<file path="src/rtl/label_pack_tx.sv">
module label_pack_tx #(
  parameter int ID_W   = 8,
  parameter int CHARS  = 16,
  parameter int SLOT_W = 3
) (
  input  logic               clk,
  input  logic               rst,
  input  logic               req_valid,
  output logic               req_ready,
  input  logic [ID_W-1:0]    req_id,
  input  logic [8*CHARS-1:0] req_label,
  output logic               out_valid,
  input  logic               out_ready,
  output logic [15:0]        out_data,
  output logic [ID_W-1:0]    out_id,
  output logic               out_user
);
  localparam int SLOTS = CHARS / 2;
  localparam logic [SLOT_W-1:0] LAST = SLOT_W'(SLOTS - 1);

  logic               busy;
  logic [SLOT_W-1:0]  slot;
  logic [8*CHARS-1:0] label_q;
  logic [ID_W-1:0]    id_q;
  logic [15:0]        pair;

  function automatic logic [5:0] squeeze(input logic [7:0] c);
    return {c[6], c[4:0]};
  endfunction

  wire take = req_valid && req_ready;
  wire fire = out_valid && out_ready;

  assign pair      = label_q[32'(slot) * 16 +: 16];
  assign req_ready = !busy;
  assign out_valid = busy;
  assign out_id    = id_q;
  assign out_user  = busy;
  assign out_data  = {squeeze(pair[15:8]), squeeze(pair[7:0]), 1'b0, slot};

  always_ff @(posedge clk) begin
    if (rst) begin
      busy <= 1'b0;
      slot <= '0;
    end else if (take) begin
      busy    <= 1'b1;
      slot    <= '0;
      label_q <= req_label;
      id_q    <= req_id;
    end else if (fire) begin
      if (slot == LAST) begin
        busy <= 1'b0;
        slot <= '0;
      end else begin
        slot <= slot + 1'b1;
      end
    end
  end
endmodule


</file>
<file path="config.mk">
export PLATFORM = sky130hd
export DESIGN_NAME = label_pack_tx
export DESIGN_NICKNAME = d
export VERILOG_FILES = /design/src/rtl/label_pack_tx.sv
export SDC_FILE = /design/constraint.sdc
export NUM_CORES = 1
export LEC_CHECK = 0
export BUFFER_PORTS_ARGS = -buffer_cell sky130_fd_sc_hd__buf_4
export CAP_MARGIN = 25
export CORE_ASPECT_RATIO = 0.75
export CORE_MARGIN = 10
export CORE_UTILIZATION = 40
export CTS_CLUSTER_SIZE = 10
export DETAILED_ROUTE_END_ITERATION = 8
export GPL_ROUTABILITY_DRIVEN = 0
export HOLD_SLACK_MARGIN = 0.08
export PLACE_DENSITY = 0.67
export SLEW_MARGIN = 10
export SYNTH_ARGS = -nofsm -noshare
export SYNTH_HDL_FRONTEND = slang
export SYNTH_SLANG_ARGS = --single-unit
</file>
<file path="constraint.sdc">
create_clock -name clk -period 29.8 [get_ports clk]
set_input_delay 7.45 -clock clk [delete_from_list [all_inputs] [get_ports clk]]
set_output_delay 7.45 -clock clk [all_outputs]
set_load 0.02 [all_outputs]
</file>
==> results.ini, run 1 <==
[logic_synthesis]
syn_area_um2=4149
synth_edf_count=104
syn_nets=313
synth_ff_type=edfxtp_1
ys.warnings.count=0
synth.distinct_cells=19
syn_inst=171
synthTopCellsByArea=edfxtp_1 75%, mux4_1 14%, mux2_2 3.5%
ys_seq_elements=108
seq_area_frac_synth=0.7720
synth_top_area_frac=0.7527
yosys.area.top_type=edfxtp_1
yosysMostFrequentCell=edfxtp_1
avgSynthCellArea_um2=24.26
synth_commonest_cells=104 x edfxtp_1, 22 x mux4_1, 13 x mux2_2
synth-async-reset-ratio=0

[finish]
register_area_um2=3204
final_cells=449
final_nets=450
fillers=808
multi_input_area_um2=878.3
layout-drive-gt1-share=0.5367
diodes=0
area_delta_synth_final_pct=35.04

[setup_path]
worst_r2r_path_depth=4
cp_slowest_cell=dfxtp_2
arrival_ns=2.41
cp_top_family=multiplexers
endpoint_kind=primary output
crit_path_max_fanout=28
cp_num_buf_inv=1
crit_type=reg2out
r2r-end=slot[1]
crit_path_start=slot[0]
critPathRequiredTime_ns=22.35
setup.worst_path.start_class=flop
cp_slowest_stage_delay_ns=0.89
regToRegSetupSlack_ns=28.01
crit_cells=3
r2r-start=slot[0]
cp-endpoint=out_data[12]
path_cells=mux4_1 > mux2_2 > buf_4

[floorplanning]
die_w_um=137.6
die_y_um=108.2
start_util=0.4064
io_pins=167
die-area_um2=14890
core_um2=10210
placementRows=32

[routing]
ant_nets=0
drcViolationCount=0
wl_per_cell_um=19.73
vias=2164
dr.first_iter.drc_count=95
vias_per_cell=4.820
firstDrtPassIters=4
routed_wirelength_um=8859

[timing]
slew_violations=0
slew_headroom=0.4297
grt_setup_unrepaired=false
fin_skew_ns=0.007991
fmax_mhz=101.4
setup-tns-final_ns=0
finalHoldViolations=0
tightestPinTransition_ns=0.8554
setup_viol=0
timing.final.crit_share=0.3308
period_needed_ns=9.858

[grt]
grt_use_total=0.1210
grt_overflow=0
grt_pass1_wl_um=13610
grt_pass1_vias=2412
grt_antenna_before_repair=0
grt_max_degree=55

[cts]
cts_resized=0
clk_pin_slew_ns=0.07
cts_max_level=3
cts_made_buffers=9
postCtsSetupBuffers=0
cts_buffer_depth=2
tritoncts=built
hold_buffers=0
cts.sinks=108
clock_latency_ns=0.34
cts_root_buffer=clkbuf_16

[status]
outcome=finished clean

[placement]
io_buffer_count=133
dpl.hpwl_um=6400
dp_cells=433

[worst_hold_path]
hold_depth=2
hp-class=reg2reg
min_from=out_user

[power_and_ir_drop]
p_total_uw=327.8
powerDensity_nw_per_um2=58.51
irDropWorstVdd_mv=0.03437
power_leakage_nw=2.101

[flow_run]
drv_cap=0

## cells by family after synthesis
| kind of cell | Yosys count | share of synthesized area |
|---|---|---|
| DFF | 108 | 0.7720 |
| muxes | 38 | 0.1879 |
| buffers and inverters | 11 | 0.01749 |
| and+or+nand+nor | 7 | 0.008142 |
| AOI/OAI and AO/OA | 4 | 0.007539 |
| adders and majority gates | 2 | 0.006030 |
| other | 1 | 0.0009038 |
## how the worst min path moves through the flow
stage	end	slack [ns]
after global placement	out_user	0.66
after global routing	out_user	0.77
after CTS	out_user	0.70
after floorplan	out_user	0.78
after detailed placement	out_user	0.69
final	out_user	0.70
## registers in the layout, indices dropped and copies added (netlist names)
signal    flops
out_id        8
label_q      96
slot          3
out_user      1
## where the power goes
part | switching (mW) | total [mW] | internal [mW] | leakage (nW)
Clock | 0.0525 | 0.127 | 0.0747 | 0.155
Sequential | 0.00240 | 0.176 | 0.173 | 0.995
Combinational | 0.00971 | 0.0251 | 0.0153 | 0.951
## layer usage
layer  wire length [um]  GRT usage  vias to the layer above
met5                  0          0                        -
met4                 74    0.03378                        0
met3                958    0.06302                       11
met2               4030     0.1741                       87
met1               3795     0.1572                     1058
li1                   -          -                     1008
## worst register-to-register path, cell delays in order, from the launching register on
cell and delay [ns]:
dfxtp_2 0.89, ha_1 0.36, mux2_2 0.26, a21oi_1 0.14
nor2_1 0.05
## cell usage in the layout (no fill, tap or decap), drive strengths merged
cell type	Yosys	routed
edfxtp	104	104
clkbuf	2	10
a311oi	1	1
clkinv	0	1
dfxtp	4	4
ha	2	2
bufinv	0	2
a21oi	1	1
mux2i	1	1
a32oi	2	2
nor3b	2	2
conb	1	1
inv	1	3
mux4	24	24
nor2	5	5
mux2	13	13
clkinvlp	0	1
buf	8	136
## through the flow
| step | setup WS, ns | cell area (um^2) | utilization | hold WS [ns] |
|---|---|---|---|---|
| after global routing | 19.85 | 5603 | 0.5488 | 0.7655 |
| after floorplan | 14.13 | 4149 | - | 0.7806 |
| final | 19.94 | 5603 | 0.5488 | 0.6962 |
| after CTS | 19.88 | 5603 | 0.5488 | 0.6950 |
| after detailed placement | 20.25 | 5278 | 0.5169 | 0.6912 |
| after global placement | 20.25 | 5278 | 0.5169 | 0.6614 |
## cell type report
cell class / instances / area share
clock inverters: 6 / 0.01720
multi-input cells: 52 / 0.1568
clock buffers: 10 / 0.04087
flip-flops and latches: 108 / 0.5719
inverters: 1 / 0.0006699
repair buffers: 136 / 0.1822
well taps: 136 / 0.03037
No activity file was read; power rests on OpenSTA's default activity.
==> inputs of run 2 (changes only) <==
- clock period: 29.8 -> 10 ns (I/O delays scaled with it)
==> run 2 against run 1 <==
Compared with the run above:
- non-clock buffer count grew 1
- sequential share of layout area is 0.13 points higher
- largest power group unchanged
- worst hold slack improved by 0.014 ns
- worst setup slack got worse by 15 ns
- design area fell by 0.22%
- die area unchanged
- final cell count unchanged
- first-iteration DRC count down 2.1%
- global-route usage shrank 0.26 points
==> results.ini, run 2 (synthesis results as in run 1) <==
[routing]
drcViolationCount=0
ant_nets=0
vias=2159
vias_per_cell=4.808
routed_wirelength_um=8760
firstDrtPassIters=4
wl_per_cell_um=19.51
dr.first_iter.drc_count=93

[cts]
tritoncts=built
clock_latency_ns=0.34
cts_buffer_depth=2
cts_made_buffers=9
cts_resized=0
cts.sinks=108
cts_max_level=3
postCtsSetupBuffers=0
clk_pin_slew_ns=0.07
cts_root_buffer=clkbuf_16
hold_buffers=0

[timing]
fin_ws_ns=5.078
grt_setup_unrepaired=false
setup-tns-final_ns=0
fin_skew_ns=0.005577
slew_headroom=0.4267
slew_violations=0
fmax_mhz=203.2
timing.final.crit_share=0.4922
finalHoldViolations=0
tightestPinTransition_ns=0.8599
fin_hold_ws_ns=0.7097
period_needed_ns=4.922
setup_viol=0

[setup_path]
cp_slowest_stage_delay_ns=0.90
crit_path_max_fanout=28
cp_slowest_cell=dfxtp_2
endpoint_kind=primary output
critPathRequiredTime_ns=7.50
arrival_ns=2.42
path_cells=mux4_1 > mux2_2 > buf_4
crit_type=reg2out
cp_top_family=multiplexers
setup.worst_path.start_class=flop
cp_num_buf_inv=1

[grt]
grt_use_total=0.1184
use_met2=0.1850
grt.busiest_layer=met2
grt_pass1_wl_um=13220
grt_overflow=0
use_met1=0.1428
grt_pass1_vias=2392
use_met3=0.06117
grt_antenna_before_repair=0
grt_max_degree=83

[placement]
io_buffer_count=133
dp_slack_ns=5.038

[power_and_ir_drop]
powerDensity_nw_per_um2=164.8
power_leakage_nw=2.091
irDropWorstVdd_mv=0.1053

[flow_run]
drv_cap=0

[floorplanning]
core_um2=10210
io_pins=167
start_util=0.4064
die-area_um2=14890
die_y_um=108.2
die_w_um=137.6
placementRows=32

[finish]
mostFrequentLayoutCell=buf_4
area_delta_synth_final_pct=34.74
final_cell_mix=135 x buf_4, 104 x edfxtp_1, 22 x mux4_1
registers.top_by_ff_count=label_q
layout-drive-gt1-share=0.5399
diodes=0
largest_reg_flops=96
final_core_util=0.5475
final_nets=451
fillers=809

[worst_hold_path]
hp-class=reg2reg

[status]
outcome=finished clean

## run 2: area by class of cell
type / instances / area (um^2) / area share
clock buffers: 9 / 225.2 / 0.04029
clock inverters: 6 / 46.29 / 0.008281
inverters: 1 / 3.754 / 0.0006714
multi-input cells: 52 / 884.6 / 0.1582
flip-flops and latches: 108 / 3204 / 0.5732
well taps: 136 / 170.2 / 0.03044
repair buffers: 137 / 1056 / 0.1889
## run 2: worst paths after layout
check / startpoint / endpoint / slack (ns) / depth (start not counted)
setup / recovery: slot[0] / out_data[13] / 5.08 / 3
hold reg to reg: out_user / out_user / 0.71 / 2
setup reg to reg: out_user / label_q[106] / 7.78 / 4
hold / removal: out_user / out_user / 0.71 / 2
## run 2: metrics by stage
step	power (mW)	instance area [um^2]	std cells
2_1_floorplan	0.5634	4154	171
3_3_place_gp	0.6079	5276	432
3_5_place_dp	0.6101	5276	432
4_1_cts	0.9345	5548	447
5_1_grt	0.9592	5590	449
6_report	0.9214	5590	449
## run 2: power breakdown
part,switching [mW],internal (mW)
clock,0.152,0.170
sequential,0.00717,0.516
combinational,0.0295,0.0474
## run 2: metal layers
metal | part of all wire | vias up
met5 | 0 | -
met2 | 0.49 | 88
met3 | 0.096 | 10
met1 | 0.40 | 1055
li1 | - | 1006
met4 | 0.0082 | 0
## run 2: worst min-delay path: cells and delay by family (launching register included)
kind	cells	cell delay, ns
AND/OR/NAND/NOR	1	0.16
flip-flops	1	0.45
AO/OA/AOI/OAI	1	0.05
==> inputs of run 3 (changes only) <==
- ABC_AREA: default -> 1
- PLACE_DENSITY: 0.67 -> 0.66
- clock period: 10 -> 4.9 ns (I/O delays scaled with it)
==> run 3 against run 2 <==
Compared with the run above:
- combinational power grew 140%
- total power increased by 110%
- worst setup slack got worse by 3.3 ns
- critical path depth up 3
- wire length up 31%
==> results.ini, run 3 <==
[finish]
layout-drive-gt1-share=0.2611
fillers=984
final_cell_mix=165 x nand2_1, 137 x buf_4, 104 x edfxtp_1
multi_input_area_um2=928.4
registers.top_by_ff_count=label_q
largest_reg_flops=96
final_nets=724
diodes=0
mostFrequentLayoutCell=nand2_1
area_delta_synth_final_pct=29.87
register_area_um2=3204

[cts]
cts.sinks=108
cts_buffer_depth=2
tritoncts=built
cts_resized=0
cts_root_buffer=clkbuf_16
postCtsSetupBuffers=0
hold_buffers=0
cts_made_buffers=9
clk_pin_slew_ns=0.07
cts_max_level=3
clock_latency_ns=0.34

[timing]
slew_violations=0
timing.final.crit_share=0.6466
fmax_mhz=315.6
period_needed_ns=3.168
slew_headroom=0.3510
finalHoldViolations=0
setup_viol=0
fin_skew_ns=0.006952
fin_hold_ws_ns=0.6040
grt_setup_unrepaired=false
tightestPinTransition_ns=0.9712
setup-tns-final_ns=0

[setup_path]
cp_slowest_cell=inv_1
cp_num_buf_inv=2
crit_path_start=slot[1]
setup.worst_path.start_class=flop
r2r-end=label_q[100]
crit_cells=6
worst_r2r_path_depth=4
critPathRequiredTime_ns=3.67
regToRegSetupSlack_ns=2.73
crit_path_max_fanout=24
path_common_cell=nand2_1
crit_type=reg2out
cp_slowest_stage_delay_ns=0.66
r2r-start=out_user
path_cells=inv_1 > nand3_1 > nand2_1 > nand2_1 > nand2_1 > buf_4
cp-endpoint=out_data[13]
cp_top_family=buffers and inverters
arrival_ns=1.94
endpoint_kind=primary output

[logic_synthesis]
yosys.area.top_type=edfxtp_1
synth_edf_count=104
ys_seq_elements=108
yosysMostFrequentCell=nand2_1
synth_commonest_cells=165 x nand2_1, 104 x edfxtp_1, 101 x inv_1
synth_ff_type=edfxtp_1
synthTopCellsByArea=edfxtp_1 67%, nand2_1 13%, inv_1 8.2%
synth-async-reset-ratio=0
ys.warnings.count=0
syn_inst=453
avgSynthCellArea_um2=10.24
seq_area_frac_synth=0.6908
synth_top_area_frac=0.6735
synth.distinct_cells=15
syn_nets=595
syn_area_um2=4637

[floorplanning]
die_w_um=144.3
placementRows=33
core_um2=11150
io_pins=167
start_util=0.4159
die_y_um=113.2
die-area_um2=16340

[routing]
vias=3260
dr.first_iter.drc_count=157
ant_nets=0
routed_wirelength_um=11490
wl_per_cell_um=15.83
vias_per_cell=4.490
drcViolationCount=0
firstDrtPassIters=5

[grt]
grt_max_degree=53
grt_use_total=0.1412
grt_overflow=0
grt_antenna_before_repair=0
grt_pass1_vias=3447
grt_pass1_wl_um=17710

[worst_hold_path]
hp-class=reg2reg

[power_and_ir_drop]
irDropWorstVdd_mv=0.2062
power_leakage_nw=2.871
powerDensity_nw_per_um2=323.2

[placement]
dpl.hpwl_um=8223
io_buffer_count=133

[status]
outcome=finished clean

[flow_run]
drv_cap=0

## run 3: worst min-delay path by stage
stage                     startpoint  endpoint  slack, ns  cells after the start
after floorplan              slot[2]   slot[2]       0.60                      2
after global placement      out_user  out_user       0.58                      2
after detailed placement    out_user  out_user       0.59                      2
after CTS                   out_user  out_user       0.60                      2
after global routing        out_user  out_user       0.64                      2
final                       out_user  out_user       0.60                      2
## run 3: area by class of cell
cell class / count / share of cell area
Sequential cell: 108 / 0.5321
Multi-Input combinational cell: 223 / 0.1542
Timing Repair Buffer: 138 / 0.1741
Inverter: 102 / 0.06358
Tap cell: 140 / 0.02909
Clock buffer: 10 / 0.03802
Clock inverter: 5 / 0.008934
## run 3: power breakdown
| group | switching [mW] | internal, mW |
|---|---|---|
| Clock | 0.311 | 0.391 |
| Combinational | 0.0943 | 0.0887 |
| Sequential | 0.00840 | 1.05 |
| Total | 0.414 | 1.53 |
## run 3: cell families (layout without fill, tap and decap cells)
| logic type | count (synthesis) | count (layout) | synth area share |
|---|---|---|---|
| AND/OR/NAND/NOR | 215 | 215 | 0.1870 |
| buffers and inverters | 122 | 255 | 0.1106 |
| AO/OA/AOI/OAI | 5 | 5 | 0.005396 |
| adder cells (fa/ha/maj) | 2 | 2 | 0.005396 |
| flip-flops | 108 | 108 | 0.6908 |
| other | 1 | 1 | 0.0008087 |
## run 3: worst min-delay path, cell delays in order, from the launching register on
cell     delay [ns]
dfxtp_1        0.34
o21ai_0        0.18
a21oi_1        0.04
## run 3: routing by layer
layer,vias to the layer above,share of wire,track usage
met5,-,0,0
met4,0,0.010,0.03360
met3,13,0.12,0.05850
met2,123,0.45,0.2131
met1,1463,0.42,0.1846
li1,1661,-,-
## run 3: per-stage QoR
step	std cells	cell area, um^2	total power [mW]	util	setup slack, ns
6_report	726	6022	1.946	0.5402	1.732
5_1_grt	726	6022	2.022	0.5402	1.463
4_1_cts	726	6022	1.971	0.5402	1.649
3_5_place_dp	711	5739	1.267	0.5148	1.815
3_3_place_gp	711	5739	1.261	0.5148	1.910
2_1_floorplan	453	4639	1.164	-	0.4624
